### config.mk
export PLATFORM = sky130hd
export DESIGN_NAME = sram_bus_monitor
export DESIGN_NICKNAME = d
export VERILOG_FILES = /design/src/rtl/sram_mon_pkg.sv /design/src/rtl/sram_mon_sampler.sv /design/src/rtl/sram_mon_runlen.sv /design/src/rtl/sram_mon_flags.sv /design/src/rtl/sram_bus_monitor.sv
export SDC_FILE = /design/constraint.sdc
export NUM_CORES = 1
export LEC_CHECK = 0
export ABC_AREA = 1
export BUFFER_PORTS_ARGS = -buffer_cell sky130_fd_sc_hd__buf_4
export CAP_MARGIN = 20
export CORE_AREA = 2 2 194 101
export CTS_CLUSTER_DIAMETER = 200
export DETAILED_ROUTE_END_ITERATION = 10
export DIE_AREA = 0 0 196 103
export PLACE_DENSITY_LB_ADDON = 0.12
export SLEW_MARGIN = 5
export SYNTH_ARGS = -nofsm -noshare
export SYNTH_HDL_FRONTEND = slang
export SYNTH_SLANG_ARGS = --single-unit
export TNS_END_PERCENT = 10
### constraint.sdc
create_clock -name clk -period 1.3 [get_ports clk]
set_input_delay 0.39 -clock clk [delete_from_list [all_inputs] [get_ports clk]]
set_output_delay 0.39 -clock clk [all_outputs]
set_load 0.01 [all_outputs]
### src/rtl/sram_mon_pkg.sv
package sram_mon_pkg;
   localparam int NRULES = 7;

   typedef enum logic [2:0] {
      RULE_WP   = 3'd0,
      RULE_CW   = 3'd1,
      RULE_AW   = 3'd2,
      RULE_DW   = 3'd3,
      RULE_WC   = 3'd4,
      RULE_RC   = 3'd5,
      RULE_CONT = 3'd6
   } rule_e;

   typedef struct packed {
      logic cs_n;
      logic we_n;
      logic oe_n;
      logic drv;
   } ctl_t;

   function automatic int max2(input int a, input int b);
      return (a > b) ? a : b;
   endfunction

   // counter width that can hold every threshold plus a saturation headroom
   function automatic int tick_width(input int max_th);
      return $clog2(max_th + 2);
   endfunction
endpackage

### src/rtl/sram_mon_sampler.sv
module sram_mon_sampler #(
   parameter int W = 8,
   parameter int STAGES = 2,
   parameter logic [W-1:0] RST_VAL = '0
) (
   input  logic         clk,
   input  logic         rst_n,
   input  logic [W-1:0] raw,
   output logic [W-1:0] cur
);
   logic [W-1:0] pre;

   generate
      if (STAGES == 0) begin : g_direct
         assign pre = raw;
      end else begin : g_sync
         logic [W-1:0] chain [STAGES];
         for (genvar i = 0; i < STAGES; i++) begin : g_stage
            always_ff @(posedge clk) begin
               if (!rst_n) chain[i] <= RST_VAL;
               else if (i == 0) chain[i] <= raw;
               else chain[i] <= chain[(i == 0) ? 0 : i-1];
            end
         end
         assign pre = chain[STAGES-1];
      end
   endgenerate

   always_ff @(posedge clk) begin
      if (!rst_n) cur <= RST_VAL;
      else        cur <= pre;
   end
endmodule

### src/rtl/sram_mon_runlen.sv
module sram_mon_runlen #(
   parameter int CW = 3,
   parameter int RESTART = 0
) (
   input  logic          clk,
   input  logic          rst_n,
   input  logic          inc,
   output logic [CW-1:0] cnt
);
   localparam logic [CW-1:0] SAT = '1;
   localparam logic [CW-1:0] RST_CNT = CW'(RESTART);

   always_ff @(posedge clk) begin
      if (!rst_n)          cnt <= '0;
      else if (!inc)       cnt <= RST_CNT;
      else if (cnt != SAT) cnt <= cnt + 1'b1;
   end
endmodule

### src/rtl/sram_mon_flags.sv
module sram_mon_flags #(
   parameter int N = 7
) (
   input  logic         clk,
   input  logic         rst_n,
   input  logic         clr,
   input  logic [N-1:0] set,
   output logic [N-1:0] flags
);
   generate
      for (genvar i = 0; i < N; i++) begin : g_flag
         always_ff @(posedge clk) begin
            if (!rst_n)      flags[i] <= 1'b0;
            else if (set[i]) flags[i] <= 1'b1;
            else if (clr)    flags[i] <= 1'b0;
         end
      end
   endgenerate
endmodule

### src/rtl/sram_bus_monitor.sv
module sram_bus_monitor
   import sram_mon_pkg::*;
#(
   parameter int ADDR_W = 19,
   parameter int DATA_W = 8,
   parameter int SYNC_STAGES = 2,
   parameter int WP_MIN = 4,
   parameter int CW_MIN = 5,
   parameter int AW_MIN = 5,
   parameter int DW_MIN = 3,
   parameter int WC_MIN = 6,
   parameter int RC_MIN = 6,
   parameter int CNT_W = 16
) (
   input  logic              clk,
   input  logic              rst_n,
   input  logic              clr,
   input  logic              cs_n,
   input  logic              we_n,
   input  logic              oe_n,
   input  logic              drv_en,
   input  logic [ADDR_W-1:0] addr,
   input  logic [DATA_W-1:0] data,
   output logic [NRULES-1:0] err,
   output logic [CNT_W-1:0]  wr_count
);
   localparam int MAX_TH = max2(max2(max2(WP_MIN, CW_MIN), max2(AW_MIN, DW_MIN)),
                                max2(WC_MIN, RC_MIN));
   localparam int TW = tick_width(MAX_TH);
   localparam int SW = $bits(ctl_t) + ADDR_W + DATA_W;
   localparam ctl_t CTL_IDLE = '{cs_n: 1'b1, we_n: 1'b1, oe_n: 1'b1, drv: 1'b0};
   localparam logic [SW-1:0] SMP_RST = {CTL_IDLE, {(ADDR_W + DATA_W){1'b0}}};

   generate
      if (WP_MIN < 1 || CW_MIN < 1 || AW_MIN < 1 || DW_MIN < 1 ||
          WC_MIN < 1 || RC_MIN < 1) begin : g_bad_thresh
         $error("sram_bus_monitor: every threshold must be at least one tick");
      end
      if (SYNC_STAGES < 0 || SYNC_STAGES > 3) begin : g_bad_sync
         $error("sram_bus_monitor: SYNC_STAGES must be 0..3");
      end
      if (ADDR_W < 1 || DATA_W < 1 || CNT_W < 1) begin : g_bad_width
         $error("sram_bus_monitor: widths must be positive");
      end
   endgenerate

   // ---- sampled bus -------------------------------------------------------
   ctl_t              c_ctl;
   logic [ADDR_W-1:0] c_addr;
   logic [DATA_W-1:0] c_data;
   logic [SW-1:0]     smp;

   sram_mon_sampler #(.W(SW), .STAGES(SYNC_STAGES), .RST_VAL(SMP_RST)) u_smp (
      .clk   (clk),
      .rst_n (rst_n),
      .raw   ({cs_n, we_n, oe_n, drv_en, addr, data}),
      .cur   (smp)
   );

   assign c_ctl  = ctl_t'(smp[SW-1 -: $bits(ctl_t)]);
   assign c_addr = smp[DATA_W +: ADDR_W];
   assign c_data = smp[DATA_W-1:0];

   logic c_cs_n, c_we_n, c_oe_n, c_drv;
   assign c_cs_n = c_ctl.cs_n;
   assign c_we_n = c_ctl.we_n;
   assign c_oe_n = c_ctl.oe_n;
   assign c_drv  = c_ctl.drv;

   // ---- previous sample and events ---------------------------------------
   logic [ADDR_W-1:0] p_addr;
   logic [DATA_W-1:0] p_data;
   logic              p_wr;
   logic c_wr, c_rd, wr_end, a_chg;

   assign c_wr   = !c_cs_n && !c_we_n;
   assign c_rd   = !c_cs_n &&  c_we_n && !c_oe_n;
   assign wr_end = p_wr && !c_wr;
   assign a_chg  = (c_addr != p_addr);

   always_ff @(posedge clk) begin
      if (!rst_n) begin
         p_addr <= '0;
         p_data <= '0;
         p_wr   <= 1'b0;
      end else begin
         p_addr <= c_addr;
         p_data <= c_data;
         p_wr   <= c_wr;
      end
   end

   // ---- run-length counters ----------------------------------------------
   logic [TW-1:0] wp_cnt, cw_cnt, ad_cnt, dt_cnt;

   sram_mon_runlen #(.CW(TW), .RESTART(0)) u_wp (
      .clk(clk), .rst_n(rst_n), .inc(c_wr), .cnt(wp_cnt));
   sram_mon_runlen #(.CW(TW), .RESTART(0)) u_cw (
      .clk(clk), .rst_n(rst_n), .inc(!c_cs_n), .cnt(cw_cnt));
   sram_mon_runlen #(.CW(TW), .RESTART(1)) u_ad (
      .clk(clk), .rst_n(rst_n), .inc(!a_chg), .cnt(ad_cnt));
   sram_mon_runlen #(.CW(TW), .RESTART(1)) u_dt (
      .clk(clk), .rst_n(rst_n), .inc(c_data == p_data), .cnt(dt_cnt));

   // ---- address period bookkeeping ---------------------------------------
   logic had_wr, had_rd, per_wr;
   assign per_wr = had_wr || wr_end;

   always_ff @(posedge clk) begin
      if (!rst_n) begin
         had_wr <= 1'b0;
         had_rd <= 1'b0;
      end else if (a_chg) begin
         had_wr <= 1'b0;
         had_rd <= c_rd;
      end else begin
         had_wr <= per_wr;
         had_rd <= had_rd || c_rd;
      end
   end

   // ---- rule evaluation --------------------------------------------------
   logic [NRULES-1:0] set;

   always_comb begin
      set = '0;
      set[RULE_WP]   = wr_end && (wp_cnt < TW'(WP_MIN));
      set[RULE_CW]   = wr_end && (cw_cnt < TW'(CW_MIN));
      set[RULE_AW]   = wr_end && (ad_cnt < TW'(AW_MIN));
      set[RULE_DW]   = wr_end && (dt_cnt < TW'(DW_MIN));
      set[RULE_WC]   = a_chg && per_wr && (ad_cnt < TW'(WC_MIN));
      set[RULE_RC]   = a_chg && !per_wr && had_rd && (ad_cnt < TW'(RC_MIN));
      set[RULE_CONT] = c_rd && c_drv;
   end

   sram_mon_flags #(.N(NRULES)) u_flags (
      .clk   (clk),
      .rst_n (rst_n),
      .clr   (clr),
      .set   (set),
      .flags (err)
   );

   always_ff @(posedge clk) begin
      if (!rst_n)      wr_count <= '0;
      else if (wr_end) wr_count <= wr_count + 1'b1;
   end
endmodule

### Word-level counts from Yosys, hierarchy flattened

Memory sizes are Yosys's and may differ from the RTL's. A register that Yosys moved wholly into a read port is not among the register bits.
Cells that the tools add are included.

| cells by class | value |
|---|---|
| add/sub/neg operators | 5 |
| magnitude comparators | 5 |
| eq/ne operators | 7 |
| mux-type cells | 17 |
| bitwise logic cells | 3 |
| reduce and logical (&&, ||, !) cells | 34 |

Operators by type and width:

| kind | count |
|---|---|
| 2-to-1 mux 31 bit | 2 |
| != test 19 bit | 1 |
| adder 16 x 1 -> 16 bit, second input constant | 1 |
| nonzero test 2 bit | 8 |
| 2-to-1 mux 1 bit | 15 |
| logical AND 1 bit | 14 |
| adder 3 x 1 -> 3 bit, second input constant | 4 |
| less-than comparator 3 bit, second input constant | 4 |
| != test 3 bit, second input constant | 4 |
| == test 8 bit | 1 |
| zero test 1 bit | 6 |
| AND reduction 2 bit | 2 |
| OR reduction 2 bit | 2 |
| less-than comparator 3 x 2 -> 1 bit, second input constant | 1 |
| logical OR 1 bit | 2 |
| != test 2 bit, second input constant | 1 |
| OR 1 bit | 2 |
| NOT 1 bit | 1 |

| storage, ports and cells | value |
|---|---|
| register bits after elaboration | 65 |
| bits in writable memories | 62 |
| bits of input ports | 34 |
| output and inout port bits | 23 |
| word-level logic and storage cells | 91 |
| memories kept | 1 |

Memory list:

| name | words | width | rd ports | clocked after memory_dff | wr ports | RTL line | source |
|---|---|---|---|---|---|---|---|
| u_smp.g_sync.chain | 2 | 31 | 2 | 1 | 2 | sram_mon_sampler.sv:17 | `logic [W-1:0] chain [STAGES];` |

### Longest topological paths before layout

Gate-level depths: netlist of run 1.

| logic depth | value |
|---|---|
| depth in word-level cells | 10 |
| mapped depth | 9 |
| depth with buffers taken out | 9 |

### Cells and area by module

From an unflattened synthesis of run 1, not the netlist that was laid out.

| second synthesis, totals | value |
|---|---|
| cell total of the unflattened synthesis | 747 |
| area total of the unflattened synthesis | 5754.3 sq um |

Modules (own cells, without submodules):

| module | times used | cells an instance | area an instance (sq um) | sequential area each (sq um) |
|---|---|---|---|---|
| sram_mon_sampler | 1 | 289 | 2656.3 | 1861.8 |
| sram_bus_monitor | 1 | 344 | 2269.7 | 920.9 |
| sram_mon_runlen (u_cw ...) | 2 | 23 | 155.1 | 60.1 |
| sram_mon_runlen (u_ad ...) | 2 | 19 | 141.4 | 60.1 |
| sram_mon_flags | 1 | 30 | 235.2 | 140.1 |

### Least setup slack after synthesis of run 1

No wires, ideal clock.

| timing | value |
|---|---|
| path kind | reg-to-reg |
| start point | reg wr_count[0] |
| end point | reg wr_count[12] |
| setup time | 113 ps |
| arrival time | 1203 ps |
| data required time | 1187 ps |
| path slack | -16 ps |
| stages on the path, launching flop included | 9 |
| buffers on the path | 0 |
| period minus slack after synthesis | 1316 ps |
| cells stage by stage | dfxtp_1 ha_1 nand3_1 nor2_1 nand2_1 nor3_1 nand2_1 nand2_1 nor2_1 |

| between the ends | value |
|---|---|
| longest elaborated chain between the ends | 1 |

Ends and longest elaborated chain:

| item | RTL line | source |
|---|---|---|
| start: declaration | sram_bus_monitor.sv:25 | `output logic [CNT_W-1:0] wr_count` |
| start signal: assignment | sram_bus_monitor.sv:146 | `else if (wr_end) wr_count <= wr_count + 1'b1;` |
| adder 16 x 1 -> 16 bit | sram_bus_monitor.sv:146 |  |

No other way between the ends.
A chain may end at the register's enable or synchronous reset.

### Worst setup path after layout of run 1

| timing | value |
|---|---|
| start point | reg wr_count[2] |
| end point | out wr_count[2] |

No word-level cell between the ends.

==> results.sh, run 1 <==
export IMPL_outcome="finished, violations left"
export IMPL_violations="setup timing"
export IMPL_hold_viol=0
export IMPL_synth_fp_nets=706
export IMPL_dp_slack_ps=-63.2
export IMPL_clock_latency_ps=410
export IMPL_timing_final_ws_setup_ps=-62.0
export IMPL_crit_fanout=2
export IMPL_p_switching_mw=2.40
export IMPL_portBuffers=56
export IMPL_total_power_mw=10.3
export IMPL_nets=790
export IMPL_final_core_util_pct=38.0
export IMPL_tightestPinTransition_ps=461
export IMPL_track_usage_pct=10.4
export IMPL_clkSinkCount=158
export IMPL_placedCellCount=965
export IMPL_hold_start="addr[9]"
export IMPL_area_delta_synth_final_pct=30.5
export IMPL_ff2ff_setup_slack_ps=30
export IMPL_layout_drive_gt1_share_pct=23.2
export IMPL_initial_utilization_pct=29.1
export IMPL_fin_cells=1007
export IMPL_die_x_um=196
export IMPL_drc_errors=0
export IMPL_ir_drop_mv=0.887
export IMPL_h_tree_depth=4
export IMPL_synthFlopType="dfxtp_1"
export IMPL_grt_ovfl_total=0
export IMPL_drt_vias_per_instance=3.80
export IMPL_cp_required_ps=910
export IMPL_syn_area_per_cell_sq_um=8.23
export IMPL_drt_pass1_iterations=4
export IMPL_mostFrequentLayoutCells="nand2_1, inv_1, dfxtp_1"
export IMPL_clkPwrFrac_pct=47.0
export IMPL_first_global_vias=3497
export IMPL_setup_viol=5
export IMPL_ys_types=27
export IMPL_drt_wl_total_mm=9.69
export IMPL_cts_buffer_depth=2
export IMPL_async_flop_share_pct=0
export IMPL_fin_crit_sh_pct=105
export IMPL_p_leak_nw=3.81
export IMPL_power_switching_fraction_pct=23.3
export IMPL_cp_start_kind="register"
export IMPL_cts_tree="done"
export IMPL_io_pins=57
export IMPL_maxClockFrequency_mhz=734
export IMPL_combPwrFrac_pct=4.1
export IMPL_synth_seq_cells=158
export IMPL_cts_root_buf="clkbuf_16"
export IMPL_synth_edff_count=0
export IMPL_layout_commonest_cell="nand2_1"
export IMPL_dpl_cell_area_sq_um=6260
export IMPL_cell_internal_pwr_mw=7.88
export IMPL_dp_hpwl_mm=6.76
export IMPL_grt_max_degree=58
export IMPL_synth_area_sq_um=5460
export IMPL_cts_hold_buffers_added=0
export IMPL_die_y_um=103
export IMPL_worstSetupStartpoint="wr_count[2]"
export IMPL_powerDensity_nw_per_um2=1440
export IMPL_dr_first_iter_drc_count=120
export IMPL_r2r_start="wr_count[2]"
export IMPL_maxCapViolCount=0
export IMPL_min_path_type="primary input to register"
export IMPL_gp_congestion=0.721
export IMPL_num_rows=36
export IMPL_grt_pass1_wl_mm=16.2
export IMPL_drv_slew=0
export IMPL_yosysWarnings=0
export IMPL_fin_skew_ps=7.35
export IMPL_die_area_sq_um=20200
export IMPL_synthCells=663
export IMPL_ys_seq_area_share_pct=57.9
export IMPL_crit_path_end_kind="output pin"
export IMPL_wire_per_inst_um=9.62
export IMPL_seqPwrFrac_pct=48.9
export IMPL_antennaDiodeCount=0
export IMPL_antenna_found_initial=0
export IMPL_n_fill_cell=1951
export IMPL_dr_total_vias=3823
export IMPL_min_period_ps=1360
export IMPL_cts_buffers=17
export IMPL_ant_nets=0
export IMPL_slew_headroom_pct=69.1
export IMPL_stdcell_area_sq_um=7130
export IMPL_clk_pin_slew_ps=70
export IMPL_rsz0062_at_grt="true"
export IMPL_core_sq_um=18700
export IMPL_cp_data_arrival_time_ps=970
export IMPL_critPathKind="register to output pin"
-- power by group through the flow --
stage / clock network [mW] / registers [mW] / logic (mW)
6_report: 4.82 / 5.02 / 0.426
5_1_grt: 5.24 / 5.03 / 0.499
4_1_cts: 5.00 / 5.03 / 0.424
3_5_place_dp: 0 / 5.15 / 0.415
3_3_place_gp: 0 / 5.15 / 0.409
2_1_floorplan: 0 / 5.14 / 0.252
-- final timing paths --
check                               to  cells past startpoint
max reg2reg               wr_count[11]                      8
min reg2reg  u_smp.g_sync.chain[1][13]                      2
min          u_smp.g_sync.chain[0][17]                      3
max                        wr_count[2]                      2
-- area by class of cell --
cell class	instances	area [sq um]	area share [%]
well taps	247	309	4.34
inverters	157	589	8.27
flip-flops and latches	158	3220	45.2
repair buffers	81	739	10.4
multi-input cells	332	1690	23.7
clock inverters	14	148	2.07
clock buffers	18	429	6.02
-- worst max-delay path, cell delays in order, from the launching register on --
cell and delay (ps):
dfxtp_2 340, buf_6 110, buf_6 110
-- synthesized netlist by cell type (2+ instances only) --
cell	instances	area [sq um]
nand3_2	2	20.0
nand2_1	194	728
inv_1	156	586
nand3_1	10	50.1
nand4_1	5	31.3
buf_2	9	45.0
mux2i_1	2	20.0
nand3b_1	2	15.0
clkbuf_1	6	22.5
xor2_1	9	78.8
nor2_1	31	116
o21ai_0	13	65.1
nor2_4	2	22.5
or2_2	9	56.3
dfxtp_1	158	3160
ha_1	9	113
a32o_1	3	30.0
nor2_2	3	18.8
a21oi_1	17	85.1
nor3_1	6	30.0
xnor2_1	11	96.3
-- routing by layer --
metal	vias to the layer above	routed length, um	GRT usage (%)
met5	-	0	0
met4	0	74	3.50
met1	1667	5300	14.4
met3	7	415	4.09
li1	2098	-	-
met2	51	3900	14.9
-- cells by family (layout without fill, tap and decap cells) --
| family | Yosys count | in the layout | share of synthesized area [%] |
|---|---|---|---|
| buf+inv | 173 | 270 | 12.2 |
| simple gates | 266 | 266 | 20.4 |
| mux | 2 | 2 | 0.367 |
| compound gates | 35 | 35 | 3.74 |
| flops | 158 | 158 | 57.9 |
| xor+xnor | 20 | 20 | 3.21 |
| fa+ha+maj | 9 | 9 | 2.06 |
-- timing repair --
| item | CTS | global route |
|---|---|---|
| gates resized for setup | 47 | 33 |
| endpoints found under the setup margin | 24 | 41 |
| pin swaps | 0 | 12 |
| buffers inserted | 6 | 5 |
-- registers in the layout, indices dropped and copies added, names as in the netlist, 3 cells and up --
register / count
u_ad.cnt: 3
u_wp.cnt: 3
u_cw.cnt: 3
u_dt.cnt: 3
wr_count: 16
p_addr: 19
u_smp.cur: 31
u_flags.flags: 7
u_smp.g_sync.chain: 62
p_data: 8
-- per-stage QoR --
stage / hold slack, ps / setup TNS, ps
after floorplan: 390 / 0
after global placement: 393 / 0
after detailed placement: 395 / -153
after CTS: 129 / -458
after global routing: 138 / -1020
final: 151 / -278
(Power assumes the default switching activity.)
==> inputs of run 2 (changes only) <==
--- a/config.mk
+++ b/config.mk
@@ -13,6 +13,7 @@
 export DETAILED_ROUTE_END_ITERATION = 10
 export DIE_AREA = 0 0 196 103
 export PLACE_DENSITY_LB_ADDON = 0.12
+export REMOVE_ABC_BUFFERS = 1
 export SLEW_MARGIN = 5
 export SYNTH_ARGS = -nofsm -noshare
 export SYNTH_HDL_FRONTEND = slang
==> results.sh, run 2 (synthesis results as in run 1) <==
export IMPL_gp_congestion=0.685
export IMPL_maxCapViolCount=0
export IMPL_drc_errors=0
export IMPL_initial_utilization_pct=29.1
export IMPL_antenna_found_initial=0
export IMPL_grt_ovfl_total=0
export IMPL_violations="setup timing"
export IMPL_die_area_sq_um=20200
export IMPL_clk_pin_slew_ps=70
export IMPL_num_rows=36
export IMPL_cp_required_ps=910
export IMPL_worst_path_largest_cell_delay_ps=330
export IMPL_dr_first_iter_drc_count=135
export IMPL_largest_register="u_smp.g_sync.chain"
export IMPL_crit_top_cell="buf_6"
export IMPL_total_power_mw=10.9
export IMPL_cp_start_kind="register"
export IMPL_cts_root_buf="clkbuf_16"
export IMPL_outcome="finished, violations left"
export IMPL_power_switching_fraction_pct=20.8
export IMPL_die_x_um=196
export IMPL_crit_path_end_kind="output pin"
export IMPL_cp_data_arrival_time_ps=1060
export IMPL_h_tree_depth=4
export IMPL_cts_buffer_depth=2
export IMPL_area_delta_synth_final_pct=33.0
export IMPL_maxClockFrequency_mhz=688
export IMPL_clkSinkCount=158
export IMPL_min_path_type="primary input to register"
export IMPL_portBuffers=56
export IMPL_nets=798
export IMPL_cp_slowest_cell="dfxtp_2"
export IMPL_setup_viol=16
export IMPL_fin_skew_ps=8.47
export IMPL_mostFrequentLayoutCells="nand2_1, inv_1, dfxtp_1"
export IMPL_drt_wl_total_mm=10.2
export IMPL_dp_hpwl_mm=7.18
export IMPL_critPathKind="register to output pin"
export IMPL_drt_pass1_iterations=4
export IMPL_first_global_vias=3473
export IMPL_hold_viol=0
export IMPL_timing_final_ws_setup_ps=-154
export IMPL_largest_reg_flops=62
export IMPL_wire_per_inst_um=10.1
export IMPL_core_sq_um=18700
export IMPL_drv_slew=0
export IMPL_cell_internal_pwr_mw=8.63
export IMPL_p_switching_mw=2.27
export IMPL_reg_top3="u_smp.g_sync.chain x62, u_smp.cur x31, p_addr x19"
export IMPL_cts_hold_buffers_added=0
export IMPL_seqPwrFrac_pct=46.0
export IMPL_clock_latency_ps=410
export IMPL_fin_crit_sh_pct=112
export IMPL_crit_chain="buf_6 > buf_6 > buf_6"
export IMPL_drt_vias_per_instance=3.80
export IMPL_ir_drop_mv=0.910
export IMPL_slew_headroom_pct=66.9
export IMPL_min_period_ps=1450
export IMPL_layout_commonest_cell="nand2_1"
export IMPL_clkPwrFrac_pct=50.0
export IMPL_layout_drive_gt1_share_pct=22.8
export IMPL_worstSetupStartpoint="wr_count[1]"
export IMPL_cts_tree="done"
export IMPL_dp_slack_ps=-64.8
export IMPL_cts_buffers=17
export IMPL_rsz0062_at_grt="true"
export IMPL_track_usage_pct=10.6
export IMPL_hold_start="drv_en"
export IMPL_antennaDiodeCount=0
export IMPL_combPwrFrac_pct=3.9
export IMPL_r2r_start="wr_count[1]"
export IMPL_crit_fanout=2
export IMPL_dr_total_vias=3856
export IMPL_grt_max_degree=32
export IMPL_tightestPinTransition_ps=495
export IMPL_powerDensity_nw_per_um2=1500
export IMPL_ant_nets=0
export IMPL_grt_pass1_wl_mm=16.4
export IMPL_io_pins=57
export IMPL_p_leak_nw=3.87
export IMPL_die_y_um=103
run 2: cell count changes in the layout (fill, tap and decap cells not counted), moves of 3 or more:
cell / change
bufinv_16: +4
dfxtp_2: -6
inv_8: -3
buf_4: +5
buf_6: +4
nor2_1: +4
inv_6: -3
o21ai_0: -3
dfxtp_1: +7
nor2_2: -4
run 2: worst paths after layout:
path / endpoint / slack [ps] / cells after the start
setup / recovery: wr_count[1] / -150 / 3
hold / removal: u_smp.g_sync.chain[0][27] / 160 / 3
setup reg to reg: wr_count[15] / -90 / 9
hold reg to reg: u_smp.cur[24] / 410 / 2
run 2: timing repair:
item                       in CTS  in global routing
setup endpoints to repair      29                 38
resized for setup              44                 36
pin swaps                       2                 13
setup buffers                   3                  3
run 2: final cells by class:
| class | instances | area, sq um |
|---|---|---|
| Fill cell | 1909 | 11500 |
| Timing Repair Buffer | 89 | 802 |
| Multi-Input combinational cell | 332 | 1700 |
| Inverter | 157 | 589 |
| Tap cell | 247 | 309 |
| Sequential cell | 158 | 3210 |
| Clock inverter | 13 | 214 |
| Clock buffer | 18 | 439 |
run 2: metal layers:
metal / GRT usage, % / wire length [um] / vias up
li1: - / - / 2119
met1: 15.1 / 5570 / 1682
met2: 14.5 / 4100 / 46
met3: 3.24 / 418 / 9
met4: 4.90 / 102 / 0
met5: 0 / 0 / -
run 2: critical path: cells and delay by family, from the launching register on:
| kind | cells | cell delay, ps |
|---|---|---|
| buffers and inverters | 3 | 330 |
| DFF | 1 | 330 |
run 2: power groups by stage:
stage	sequential [mW]	clock (mW)	combinational [mW]
after floorplan	5.14	0	0.195
after global placement	5.14	0	0.415
after detailed placement	5.15	0	0.424
after CTS	5.03	5.66	0.435
after global routing	5.03	5.87	0.496
final	5.02	5.46	0.427
run 2: metrics by stage:
| stage | setup TNS [ps] | cells | hold slack, ps | cell area [sq um] | utilization (%) |
|---|---|---|---|---|---|
| 2_1_floorplan | -15.7 | 647 | 390 | 5380 | - |
| 3_3_place_gp | -26.9 | 977 | 395 | 6340 | 33.8 |
| 3_5_place_dp | -217 | 977 | 399 | 6340 | 33.8 |
| 4_1_cts | -1130 | 1011 | 132 | 7130 | 38.1 |
| 5_1_grt | -2430 | 1014 | 139 | 7260 | 38.8 |
| 6_report | -1060 | 1014 | 157 | 7260 | 38.8 |
